==> config.mk <==
export PLATFORM = sky130hd
export DESIGN_NAME = crate_regif_top
export DESIGN_NICKNAME = d
export VERILOG_FILES = /design/src/rtl/crate_regif_pkg.sv /design/src/rtl/lam_prio_enc.sv /design/src/rtl/dw_cycle_seq.sv /design/src/rtl/dw_host_regs.sv /design/src/rtl/crate_regif_top.sv
export SDC_FILE = /design/constraint.sdc
export NUM_CORES = 1
export LEC_CHECK = 0
export ABC_AREA = 1
export CAP_MARGIN = 25
export CORE_MARGIN = 2
export CORE_UTILIZATION = 48
export DETAILED_ROUTE_END_ITERATION = 16
export PLACE_DENSITY_LB_ADDON = 0.1
export SETUP_SLACK_MARGIN = 0.5
export SLEW_MARGIN = 30
export SYNTH_ARGS = -nofsm -noshare
export SYNTH_HDL_FRONTEND = slang
export SYNTH_SLANG_ARGS = --single-unit
==> constraint.sdc <==
create_clock -name clk -period 2.88 [get_ports clk]
set_clock_uncertainty 0.2 [all_clocks]
set_input_delay 0.432 -clock clk [delete_from_list [all_inputs] [get_ports clk]]
set_output_delay 0.432 -clock clk [all_outputs]
set_load 0.02 [all_outputs]
==> src/rtl/crate_regif_pkg.sv <==
// Package: shared constants and the sequencer state type for the crate
// controller host register interface.
package crate_regif_pkg;

    localparam int unsigned HOST_AW  = 4;
    localparam int unsigned HOST_DW  = 8;
    localparam int unsigned WORD_W   = 24;
    localparam int unsigned SUBA_W   = 4;
    localparam int unsigned FUNC_W   = 5;

    localparam logic [HOST_AW-1:0] AD_WHI   = 4'd0;
    localparam logic [HOST_AW-1:0] AD_WMID  = 4'd1;
    localparam logic [HOST_AW-1:0] AD_WLO   = 4'd2;
    localparam logic [HOST_AW-1:0] AD_SUBA  = 4'd3;
    localparam logic [HOST_AW-1:0] AD_FUNC  = 4'd4;
    localparam logic [HOST_AW-1:0] AD_STAT  = 4'd5;
    localparam logic [HOST_AW-1:0] AD_CTRL  = 4'd6;
    localparam logic [HOST_AW-1:0] AD_GO    = 4'd7;
    localparam logic [HOST_AW-1:0] AD_RESP  = 4'd8;
    localparam logic [HOST_AW-1:0] AD_RHI   = 4'd9;
    localparam logic [HOST_AW-1:0] AD_RMID  = 4'd10;
    localparam logic [HOST_AW-1:0] AD_RLO   = 4'd11;
    localparam logic [HOST_AW-1:0] AD_STS   = 4'd12;

    typedef enum logic [1:0] {
        SQ_IDLE  = 2'd0,
        SQ_SETUP = 2'd1,
        SQ_STB1  = 2'd2,
        SQ_STB2  = 2'd3
    } seq_state_e;

endpackage

==> src/rtl/lam_prio_enc.sv <==
// Module: lam_prio_enc
// Encodes the station attention lines into the number of the lowest
// asserted station (bit k is station k+1), 0 when none, plus an any flag.
// Assumes the LAM lines are already synchronous to clk.
module lam_prio_enc #(
    parameter int unsigned N_ST = 23,
    parameter int unsigned ST_W = $clog2(N_ST + 1)
) (
    input  logic            clk,
    input  logic            rst_n,
    input  logic [N_ST-1:0] lam,
    output logic            any,
    output logic [ST_W-1:0] code
);

    // Priority scan: the loop runs from the lowest priority upward so the
    // lowest station index is the last and winning assignment.
    always_comb begin
        any  = |lam;
        code = '0;
        for (int k = N_ST - 1; k >= 0; k--) begin
            if (lam[k]) code = ST_W'(k + 1);
        end
    end

    // The encoded station must be asserted and no lower station may be.
    assert_lam_hit_R8: assert property (@(posedge clk) disable iff (!rst_n)
        any |-> (lam[code - ST_W'(1)] &&
                 ((lam & ((N_ST'(1) << (code - ST_W'(1))) - N_ST'(1))) == '0)));

    assert_lam_none_R8: assert property (@(posedge clk) disable iff (!rst_n)
        (lam == '0) |-> (code == '0 && !any));

endmodule

==> src/rtl/dw_cycle_seq.sv <==
// Module: dw_cycle_seq
// Runs one dataway cycle per accepted start request as three fixed phases:
// setup, strobe 1, strobe 2. Emits a capture pulse on the last cycle of
// strobe 1 and an end pulse on the last cycle of strobe 2. Holds a
// cycle-complete flag. Assumes every phase length is at least 1.
module dw_cycle_seq
    import crate_regif_pkg::*;
#(
    parameter int unsigned T_SETUP = 2,
    parameter int unsigned T_S1    = 2,
    parameter int unsigned T_S2    = 2
) (
    input  logic clk,
    input  logic rst_n,
    input  logic start_req,
    output logic busy,
    output logic s1,
    output logic s2,
    output logic capture,
    output logic cycle_end,
    output logic done
);

    localparam int unsigned T_MAX = (T_SETUP > T_S1) ?
                                    ((T_SETUP > T_S2) ? T_SETUP : T_S2) :
                                    ((T_S1 > T_S2) ? T_S1 : T_S2);
    localparam int unsigned CW = $clog2(T_MAX) + 1;

    seq_state_e    state;
    logic [CW-1:0] cnt;
    logic [CW-1:0] limit;
    logic          phase_last;

    // Select the last count value of the phase in progress.
    always_comb begin
        unique case (state)
            SQ_SETUP: limit = CW'(T_SETUP - 1);
            SQ_STB1:  limit = CW'(T_S1 - 1);
            SQ_STB2:  limit = CW'(T_S2 - 1);
            default:  limit = '0;
        endcase
        phase_last = (state != SQ_IDLE) && (cnt == limit);
    end

    // Phase state machine with per-phase counter and complete flag.
    always_ff @(posedge clk) begin
        if (!rst_n) begin
            state <= SQ_IDLE;
            cnt   <= '0;
            done  <= 1'b0;
        end else begin
            unique case (state)
                SQ_IDLE: begin
                    cnt <= '0;
                    if (start_req) begin
                        state <= SQ_SETUP;
                        done  <= 1'b0;
                    end
                end
                SQ_SETUP: begin
                    cnt <= phase_last ? '0 : cnt + CW'(1);
                    if (phase_last) state <= SQ_STB1;
                end
                SQ_STB1: begin
                    cnt <= phase_last ? '0 : cnt + CW'(1);
                    if (phase_last) state <= SQ_STB2;
                end
                SQ_STB2: begin
                    cnt <= phase_last ? '0 : cnt + CW'(1);
                    if (phase_last) begin
                        state <= SQ_IDLE;
                        done  <= 1'b1;
                    end
                end
                default: state <= SQ_IDLE;
            endcase
        end
    end

    // Decode the dataway controls from the phase.
    always_comb begin
        busy      = (state != SQ_IDLE);
        s1        = (state == SQ_STB1);
        s2        = (state == SQ_STB2);
        capture   = s1 && phase_last;
        cycle_end = s2 && phase_last;
    end

    assert_start_R4: assert property (@(posedge clk) disable iff (!rst_n)
        (!busy && start_req) |=> (busy && !done));

    assert_s2_after_s1_R4: assert property (@(posedge clk) disable iff (!rst_n)
        $rose(s2) |-> $past(s1));

    assert_s1_after_setup_R4: assert property (@(posedge clk) disable iff (!rst_n)
        $rose(s1) |-> $past(busy));

    assert_done_hold_R7: assert property (@(posedge clk) disable iff (!rst_n)
        (done && !start_req) |=> done);

    assert_no_restart_R9: assert property (@(posedge clk) disable iff (!rst_n)
        (busy && !cycle_end) |=> busy);

endmodule

==> src/rtl/dw_host_regs.sv <==
// Module: dw_host_regs
// Host-visible register file: write-side command registers, control bits,
// captured response and read multiplexer. Decodes the trigger address into a
// start request. Assumes wr_en/rd_en are already qualified by enable and
// direction, and that capture/cycle_end are single-cycle pulses.
module dw_host_regs
    import crate_regif_pkg::*;
#(
    parameter int unsigned ST_W = 5
) (
    input  logic               clk,
    input  logic               rst_n,
    input  logic               wr_en,
    input  logic               rd_en,
    input  logic [HOST_AW-1:0] addr,
    input  logic [HOST_DW-1:0] wdata,
    output logic [HOST_DW-1:0] rdata,
    output logic               start_req,
    input  logic               capture,
    input  logic               cycle_end,
    input  logic               done,
    input  logic               aux_state,
    input  logic [WORD_W-1:0]  dw_rdata,
    input  logic               dw_q,
    input  logic               dw_x,
    input  logic               lam_any,
    input  logic [ST_W-1:0]    lam_code,
    output logic [WORD_W-1:0]  wword,
    output logic [SUBA_W-1:0]  sub_a,
    output logic [FUNC_W-1:0]  func_f,
    output logic [ST_W-1:0]    stat_n,
    output logic               ctl_z,
    output logic               ctl_c,
    output logic               ctl_i,
    output logic               ctl_auxh
);

    logic [WORD_W-1:0] rd_word;
    logic              rd_q;
    logic              rd_x;

    assign start_req = wr_en && (addr == AD_GO);

    // Command registers loaded by host writes.
    always_ff @(posedge clk) begin
        if (!rst_n) begin
            wword  <= '0;
            sub_a  <= '0;
            func_f <= '0;
            stat_n <= '0;
        end else if (wr_en) begin
            unique case (addr)
                AD_WHI:  wword[23:16] <= wdata;
                AD_WMID: wword[15:8]  <= wdata;
                AD_WLO:  wword[7:0]   <= wdata;
                AD_SUBA: sub_a        <= wdata[SUBA_W-1:0];
                AD_FUNC: func_f       <= wdata[FUNC_W-1:0];
                AD_STAT: stat_n       <= wdata[ST_W-1:0];
                default: ;
            endcase
        end
    end

    // Control bits; cycle end clears Z and C ahead of any host write.
    always_ff @(posedge clk) begin
        if (!rst_n) begin
            ctl_z    <= 1'b0;
            ctl_c    <= 1'b0;
            ctl_i    <= 1'b0;
            ctl_auxh <= 1'b0;
        end else begin
            if (wr_en && addr == AD_CTRL) begin
                ctl_z    <= wdata[0];
                ctl_c    <= wdata[1];
                ctl_i    <= wdata[2];
                ctl_auxh <= wdata[3];
            end
            if (cycle_end) begin
                ctl_z <= 1'b0;
                ctl_c <= 1'b0;
            end
        end
    end

    // Response capture at the end of the first strobe phase.
    always_ff @(posedge clk) begin
        if (!rst_n) begin
            rd_word <= '0;
            rd_q    <= 1'b0;
            rd_x    <= 1'b0;
        end else if (capture) begin
            rd_word <= dw_rdata;
            rd_q    <= dw_q;
            rd_x    <= dw_x;
        end
    end

    // Read multiplexer; unreadable addresses and idle bus return zero.
    always_comb begin
        rdata = '0;
        if (rd_en) begin
            unique case (addr)
                AD_RESP: rdata = {rd_q, rd_x, lam_any, lam_code};
                AD_RHI:  rdata = rd_word[23:16];
                AD_RMID: rdata = rd_word[15:8];
                AD_RLO:  rdata = rd_word[7:0];
                AD_STS:  rdata = {6'b0, aux_state, done};
                default: rdata = '0;
            endcase
        end
    end

    assert_zc_selfclr_R6: assert property (@(posedge clk) disable iff (!rst_n)
        cycle_end |=> (!ctl_z && !ctl_c));

    assert_capture_R5: assert property (@(posedge clk) disable iff (!rst_n)
        capture |=> (rd_word == $past(dw_rdata) && rd_q == $past(dw_q)
                     && rd_x == $past(dw_x)));

    assert_resp_hold_R5: assert property (@(posedge clk) disable iff (!rst_n)
        !capture |=> $stable(rd_word));

    assert_idle_bus_R10: assert property (@(posedge clk) disable iff (!rst_n)
        !rd_en |-> (rdata == '0));

endmodule

==> src/rtl/crate_regif_top.sv <==
// Module: crate_regif_top
// Host register interface and cycle sequencer of a crate controller.
// Qualifies host accesses, holds the command and response registers, runs
// one fixed-phase dataway cycle per trigger write and encodes the LAMs.
// Assumes all inputs are synchronous to clk.
module crate_regif_top
    import crate_regif_pkg::*;
#(
    parameter int unsigned N_STATIONS = 23,
    parameter int unsigned T_SETUP    = 2,
    parameter int unsigned T_S1       = 2,
    parameter int unsigned T_S2       = 2
) (
    input  logic                  clk,
    input  logic                  rst_n,
    input  logic                  host_en_n,
    input  logic                  host_rd_wn,
    input  logic                  host_wstb,
    input  logic [3:0]            host_addr,
    input  logic [7:0]            host_wdata,
    output logic [7:0]            host_rdata,
    output logic [4:0]            dw_n,
    output logic [3:0]            dw_a,
    output logic [4:0]            dw_f,
    output logic [23:0]           dw_wdata,
    input  logic [23:0]           dw_rdata,
    input  logic                  dw_q,
    input  logic                  dw_x,
    output logic                  dw_s1,
    output logic                  dw_s2,
    output logic                  dw_busy,
    output logic                  dw_z,
    output logic                  dw_c,
    output logic                  dw_i,
    output logic                  dw_aux_hold,
    input  logic [N_STATIONS-1:0] dw_lam,
    input  logic                  aux_state,
    output logic                  lam_flag
);

    localparam int unsigned ST_W = $clog2(N_STATIONS + 1);

    logic            wr_en;
    logic            rd_en;
    logic            start_req;
    logic            capture;
    logic            cycle_end;
    logic            done;
    logic            lam_any;
    logic [ST_W-1:0] lam_code;

    // Host access qualification.
    assign wr_en = !host_en_n && !host_rd_wn && host_wstb;
    assign rd_en = !host_en_n &&  host_rd_wn;

    assign lam_flag = lam_any;

    dw_host_regs #(.ST_W(ST_W)) regs_i (
        .clk       (clk),
        .rst_n     (rst_n),
        .wr_en     (wr_en),
        .rd_en     (rd_en),
        .addr      (host_addr),
        .wdata     (host_wdata),
        .rdata     (host_rdata),
        .start_req (start_req),
        .capture   (capture),
        .cycle_end (cycle_end),
        .done      (done),
        .aux_state (aux_state),
        .dw_rdata  (dw_rdata),
        .dw_q      (dw_q),
        .dw_x      (dw_x),
        .lam_any   (lam_any),
        .lam_code  (lam_code),
        .wword     (dw_wdata),
        .sub_a     (dw_a),
        .func_f    (dw_f),
        .stat_n    (dw_n),
        .ctl_z     (dw_z),
        .ctl_c     (dw_c),
        .ctl_i     (dw_i),
        .ctl_auxh  (dw_aux_hold)
    );

    dw_cycle_seq #(.T_SETUP(T_SETUP), .T_S1(T_S1), .T_S2(T_S2)) seq_i (
        .clk       (clk),
        .rst_n     (rst_n),
        .start_req (start_req),
        .busy      (dw_busy),
        .s1        (dw_s1),
        .s2        (dw_s2),
        .capture   (capture),
        .cycle_end (cycle_end),
        .done      (done)
    );

    lam_prio_enc #(.N_ST(N_STATIONS), .ST_W(ST_W)) lam_i (
        .clk   (clk),
        .rst_n (rst_n),
        .lam   (dw_lam),
        .any   (lam_any),
        .code  (lam_code)
    );

    // Writes to command registers must not disturb an unrelated port.
    assert_inhibit_keep_R6: assert property (@(posedge clk) disable iff (!rst_n)
        !(wr_en && host_addr == AD_CTRL) |=> $stable(dw_i) && $stable(dw_aux_hold));

    assert_cmd_keep_R10: assert property (@(posedge clk) disable iff (!rst_n)
        !wr_en |=> ($stable(dw_wdata) && $stable(dw_n) && $stable(dw_a) && $stable(dw_f)));

endmodule

After elaboration in Yosys (flattened, before gate mapping)
Cells that the tools add are included.

Register bits: 73. Output and inout bits: 54.

Equal/unequal tests: 20. Add/sub/neg operators: 1. Muxes and demuxes: 36. Bitwise gates (word level): 1. Reductions and logical operators: 25.

Operators by type and width (count): 5-bit 2-to-1 mux (23); 8-bit one-hot mux with 5 select lines (1); 23-bit OR reduction (1); 4-bit == test, second input constant (5); 4-bit by 3-bit == test with 1-bit output, second input constant (4); 2-bit AND reduction (6); 2-bit 2-to-1 mux (5); 4-bit by 2-bit == test with 1-bit output, second input constant (2); 1-bit logical AND (8); 8-bit 2-to-1 mux (1); 2-bit one-hot mux with 4 select lines (1); 2-bit by 1-bit inequality test with 1-bit output, second input constant (3); 2-bit == test, second input constant (2); 4-bit by 1-bit == test with 1-bit output, second input constant (1); 4-bit logical NOT (1); 2-bit one-hot mux with 2 select lines (1); 4-bit AND reduction (1); 2-bit nonzero test (2); 1-bit 2-to-1 mux (3); 3-bit AND reduction (1); 3-bit OR reduction (1); 2-bit by 1-bit adder with 2-bit output, second input constant (1); 2-bit by 1-bit == test with 1-bit output (1); 2-bit by 1-bit == test with 1-bit output, second input constant (1); other kinds (6) (7).

Logic depth before layout (Yosys ltp)
Depth in word-level cells: 25. Depth in mapped cells: 25. Mapped depth without buffers: 25.

By module
A second synthesis with hierarchy kept.

Cells, all modules: 511. Area, all modules: 3478.3 sq um.

Modules (own cells, without submodules): dw_host_regs (sequential area each 1361.3 sq um, area an instance 2846.5 sq um, cells each 387, instances 1); lam_prio_enc (sequential area each 0.0 sq um, area an instance 311.5 sq um, cells each 80, instances 1); dw_cycle_seq (sequential area each 100.1 sq um, area an instance 300.3 sq um, cells each 40, instances 1); crate_regif_top (sequential area each 0.0 sq um, area an instance 20.0 sq um, cells each 4, instances 1).

Worst setup path before layout
OpenSTA, ideal clock, no wires.

Kind: in2out. Start point: input port dw_lam[21]. End point: output port host_rdata[0]. Arrival: 1675 ps. Data required time: 2248 ps. Slack: 573 ps. Stages on the path: 25. Buffers on the path: 0. Path through: inv_1 -> nand2_1 -> nand2_1 -> nand2_1 -> nand2_1 -> nand2_1 -> nand2_1 -> nand2_1 -> nand2_1 -> nand2_1 -> nand2_1 -> nand2_1 -> nand2_1 -> nand2_1 -> nand2_1 -> nand2_1 -> nand2_1 -> nand2_1 -> nand2_1 -> nand2_1 -> nand2_1 -> nand2_1 -> nand2_1 -> nand2_1 -> a21oi_2.

Longest elaborated chain between the ends: 24.

RTL lines: start: declaration (RTL line crate_regif_top.sv:36) `input logic [N_STATIONS-1:0] dw_lam,`; 5-bit 2-to-1 mux (22 in a row) (RTL line lam_prio_enc.sv:22) `if (lam[k]) code = ST_W'(k + 1);`; 8-bit one-hot mux with 5 select lines (RTL line dw_host_regs.sv:102) `unique case (addr)`; 8-bit 2-to-1 mux (RTL line dw_host_regs.sv:101) `if (rd_en) begin`; end: declaration (RTL line crate_regif_top.sv:21) `output logic [7:0] host_rdata,`.

No other way between the ends.

Worst setup path in the final report
Same ends and word-level chain as after synthesis.

==> out/results.tsv <==
metric	value	unit
ratio of cells with drive above 1 in the final layout	21.8	%
max_slew headroom	55.0	%
post-cts hold buffer count	0	
post-layout min period	2.58	ns
first-pass GRT wire length	16000	um
Max Fclk	0.387	GHz
die width	87.1	um
Syn-to-layout area delta	55.9	%
reported max-cap violation count	0	
# diodes	0	
worst slew pin tran	0.675	ns
asr flop ratio synth	0	%
global placer's final weighted congestion	0.845	
post-synth top area share	44.1	%
Rows	30	
Primary FF master, synth	dfxtp_1	
HP Class	reg -> reg	
WL/cell	13.8	um
final worst setup slack	0.297	ns
vias per cell	5.06	
final hold vios	0	
RR Endpoint	regs_i.rd_word[23]	
H-tree Lvls	3	
CTS sink count	73	
most frequent cells in the layout	nor2_1, clkdlybuf4s50_1, dfxtp_1, o21ai_1, buf_4	
status	completed	
EDFF count, synth	0	
CTS tree	done	
Final setup viols	0	
Power per Cell Area	517	nW/um^2
initial DRC count	137	
cell taking the most area after synthesis	dfxtp_1	
Reg-to-Reg Start	seq_i.state[0]	
CP Data Required Time	2.25	ns
Clock Tree Root	clkbuf_8	
#FFs+latches synth	73	
later-pin clock latency in the skew report	0.34	ns
total power draw	2670	uW
Detailed Place HPWL	7090	um
pre-CTS setup slack	-0.539	ns
initial core utilization	49.3	%
Clock transition at path regs	0.07	ns
crit path capture type	primary output	
Total GRT Usage	26.8	%
drt pass-1 iters	5	
FF-to-FF setup slack	0.72	ns
vias in the first global route	3579	
DIE HEIGHT	87.1	um
Syn Std Cell Area	3310	um^2
grt ovf	0	
largest net degree at the start of global routing	42	
synthesized instance count	480	
RSZ-0062 raised after global routing	yes	
sequential cell area fraction in the yosys report	44.1	%
Mapped Avg Cell Area	6.90	um^2
Worst setup SP type	input port	
Hold Slack	0.283	ns
antenna-violating nets left	0	
Worst VDD drop	0.436	mV
Arrival @ worst endpoint	1.95	ns
io pins	121	
antenna violations before repair	0	
die area	7580	um^2
Setup crit start	dw_lam[21]	
largest cells by area after synthesis	dfxtp_1, nor2_1, o21ai_1, nand2_1, nand3_1	
Leak	0.00227	uW
Net Count, Synth	552	
Netlist cell types	31	
vias	3719	
critical path class	in -> out	
Worst Reg-to-Reg Cells	8	
commonest non-fill, non-tap cell in the layout	nor2_1	
crit path to	host_rdata[0]	
core box area	6720	um^2
I/O Buffers	120	
nets	722	
WL final	10100	um
Final Slew Violations	0	
number of synthesis warnings	0	
crit-path max FO	2	
post-route clock period utilization	89.7	%
Clock Path Buffers	2	
DRC	0	
CTS Buf Count	9	
cell type report:
cell class / count / area, um^2
multi-input cells: 344 / 1690
fillers: 525 / 1560
repair buffers: 171 / 1510
flip-flops and latches: 73 / 1460
inverters: 51 / 194
clock buffers: 12 / 155
well taps: 80 / 100
clock inverters: 4 / 51.3
how the worst min path moves through the flow:
stage	end	depth (start not counted)	startpoint	slack, ns
2_1_floorplan	seq_i.done	2	seq_i.done	0.24
4_1_cts	seq_i.done	2	seq_i.done	0.28
6_report	seq_i.done	2	seq_i.done	0.28
5_1_grt	seq_i.done	2	seq_i.done	0.30
3_5_place_dp	seq_i.done	2	seq_i.done	0.27
3_3_place_gp	seq_i.done	2	seq_i.done	0.26
sequential cells by signal, summed over array words and instances (netlist names):
signal           count
regs_i.ctl_auxh      1
regs_i.wword        24
regs_i.func_f        5
regs_i.sub_a         4
seq_i.state          2
seq_i.cnt            2
regs_i.rd_word      24
regs_i.ctl_i         1
regs_i.rd_q          1
seq_i.done           1
regs_i.ctl_z         1
regs_i.ctl_c         1
regs_i.rd_x          1
regs_i.stat_n        5
cells in the mapped netlist (all sizes together) (2+ instances only):
cell / number
nand2: 56
buf: 4
a31oi: 2
dfxtp: 73
o31ai: 2
nor2: 156
nand3: 22
clkbuf: 8
a21oi: 4
nor4: 2
ha: 5
o21ai: 70
inv: 51
nor3: 12
a41oi: 6
timing repair:
| action | in CTS | in global routing |
|---|---|---|
| pin swaps | 41 | 28 |
| gates resized for setup | 125 | 12 |
| setup buffers | 12 | 2 |
| endpoints found under the setup margin | 9 | 36 |
critical path, cell delays in order:
cell and delay, ns:
buf_6 0.09, inv_2 0.04, nand2_2 0.04, nand2_2 0.05, nand2_2 0.05, nand2_1 0.05, nand2_1 0.05, nand2_1 0.05
nand2_1 0.05, nand2_1 0.06, nand2_1 0.05, nand2_1 0.05, nand2_1 0.05, nand2_1 0.05, nand2_1 0.04, nand2_1 0.05
nand2_1 0.05, nand2_1 0.05, nand2_1 0.04, nand2_1 0.05, nand2_1 0.05, nand2_1 0.06, nand2_1 0.05, nand2_1 0.06
nand2_1 0.05, a21oi_2 0.13, buf_6 0.13
metrics by stage:
stage	setup TNS (ns)	util (%)	instance area, um^2	cells
after floorplan	0	-	3310	480
after global placement	-1.87	72.0	4840	705
after detailed placement	-2.25	72.0	4840	705
after CTS	0	76.4	5130	733
after global routing	0	76.9	5160	735
final	0	76.9	5160	735
metal layers:
layer	GRT usage, %	part of all wire [%]
met5	0	0
met1	31.6	41
met3	5.97	7.4
met4	11.6	1.9
met2	46.4	49
report_power, final:
part	total [uW]	switching [uW]	internal, uW
Sequential	1140	49.2	1090
Combinational	700	396	303
Clock	829	381	448
Total	2670	826	1840
cells by family after synthesis:
logic type / after synthesis / share of synthesized area, %
DFF: 73 / 44.1
adders and majority gates: 5 / 1.89
xor gates and xnor gates: 1 / 0.264
and+or+nand+nor: 250 / 31.8
buffers and inverters: 63 / 7.22
AOI/OAI and AO/OA: 88 / 14.7
Note: power is estimated with default switching activity, not from simulation.
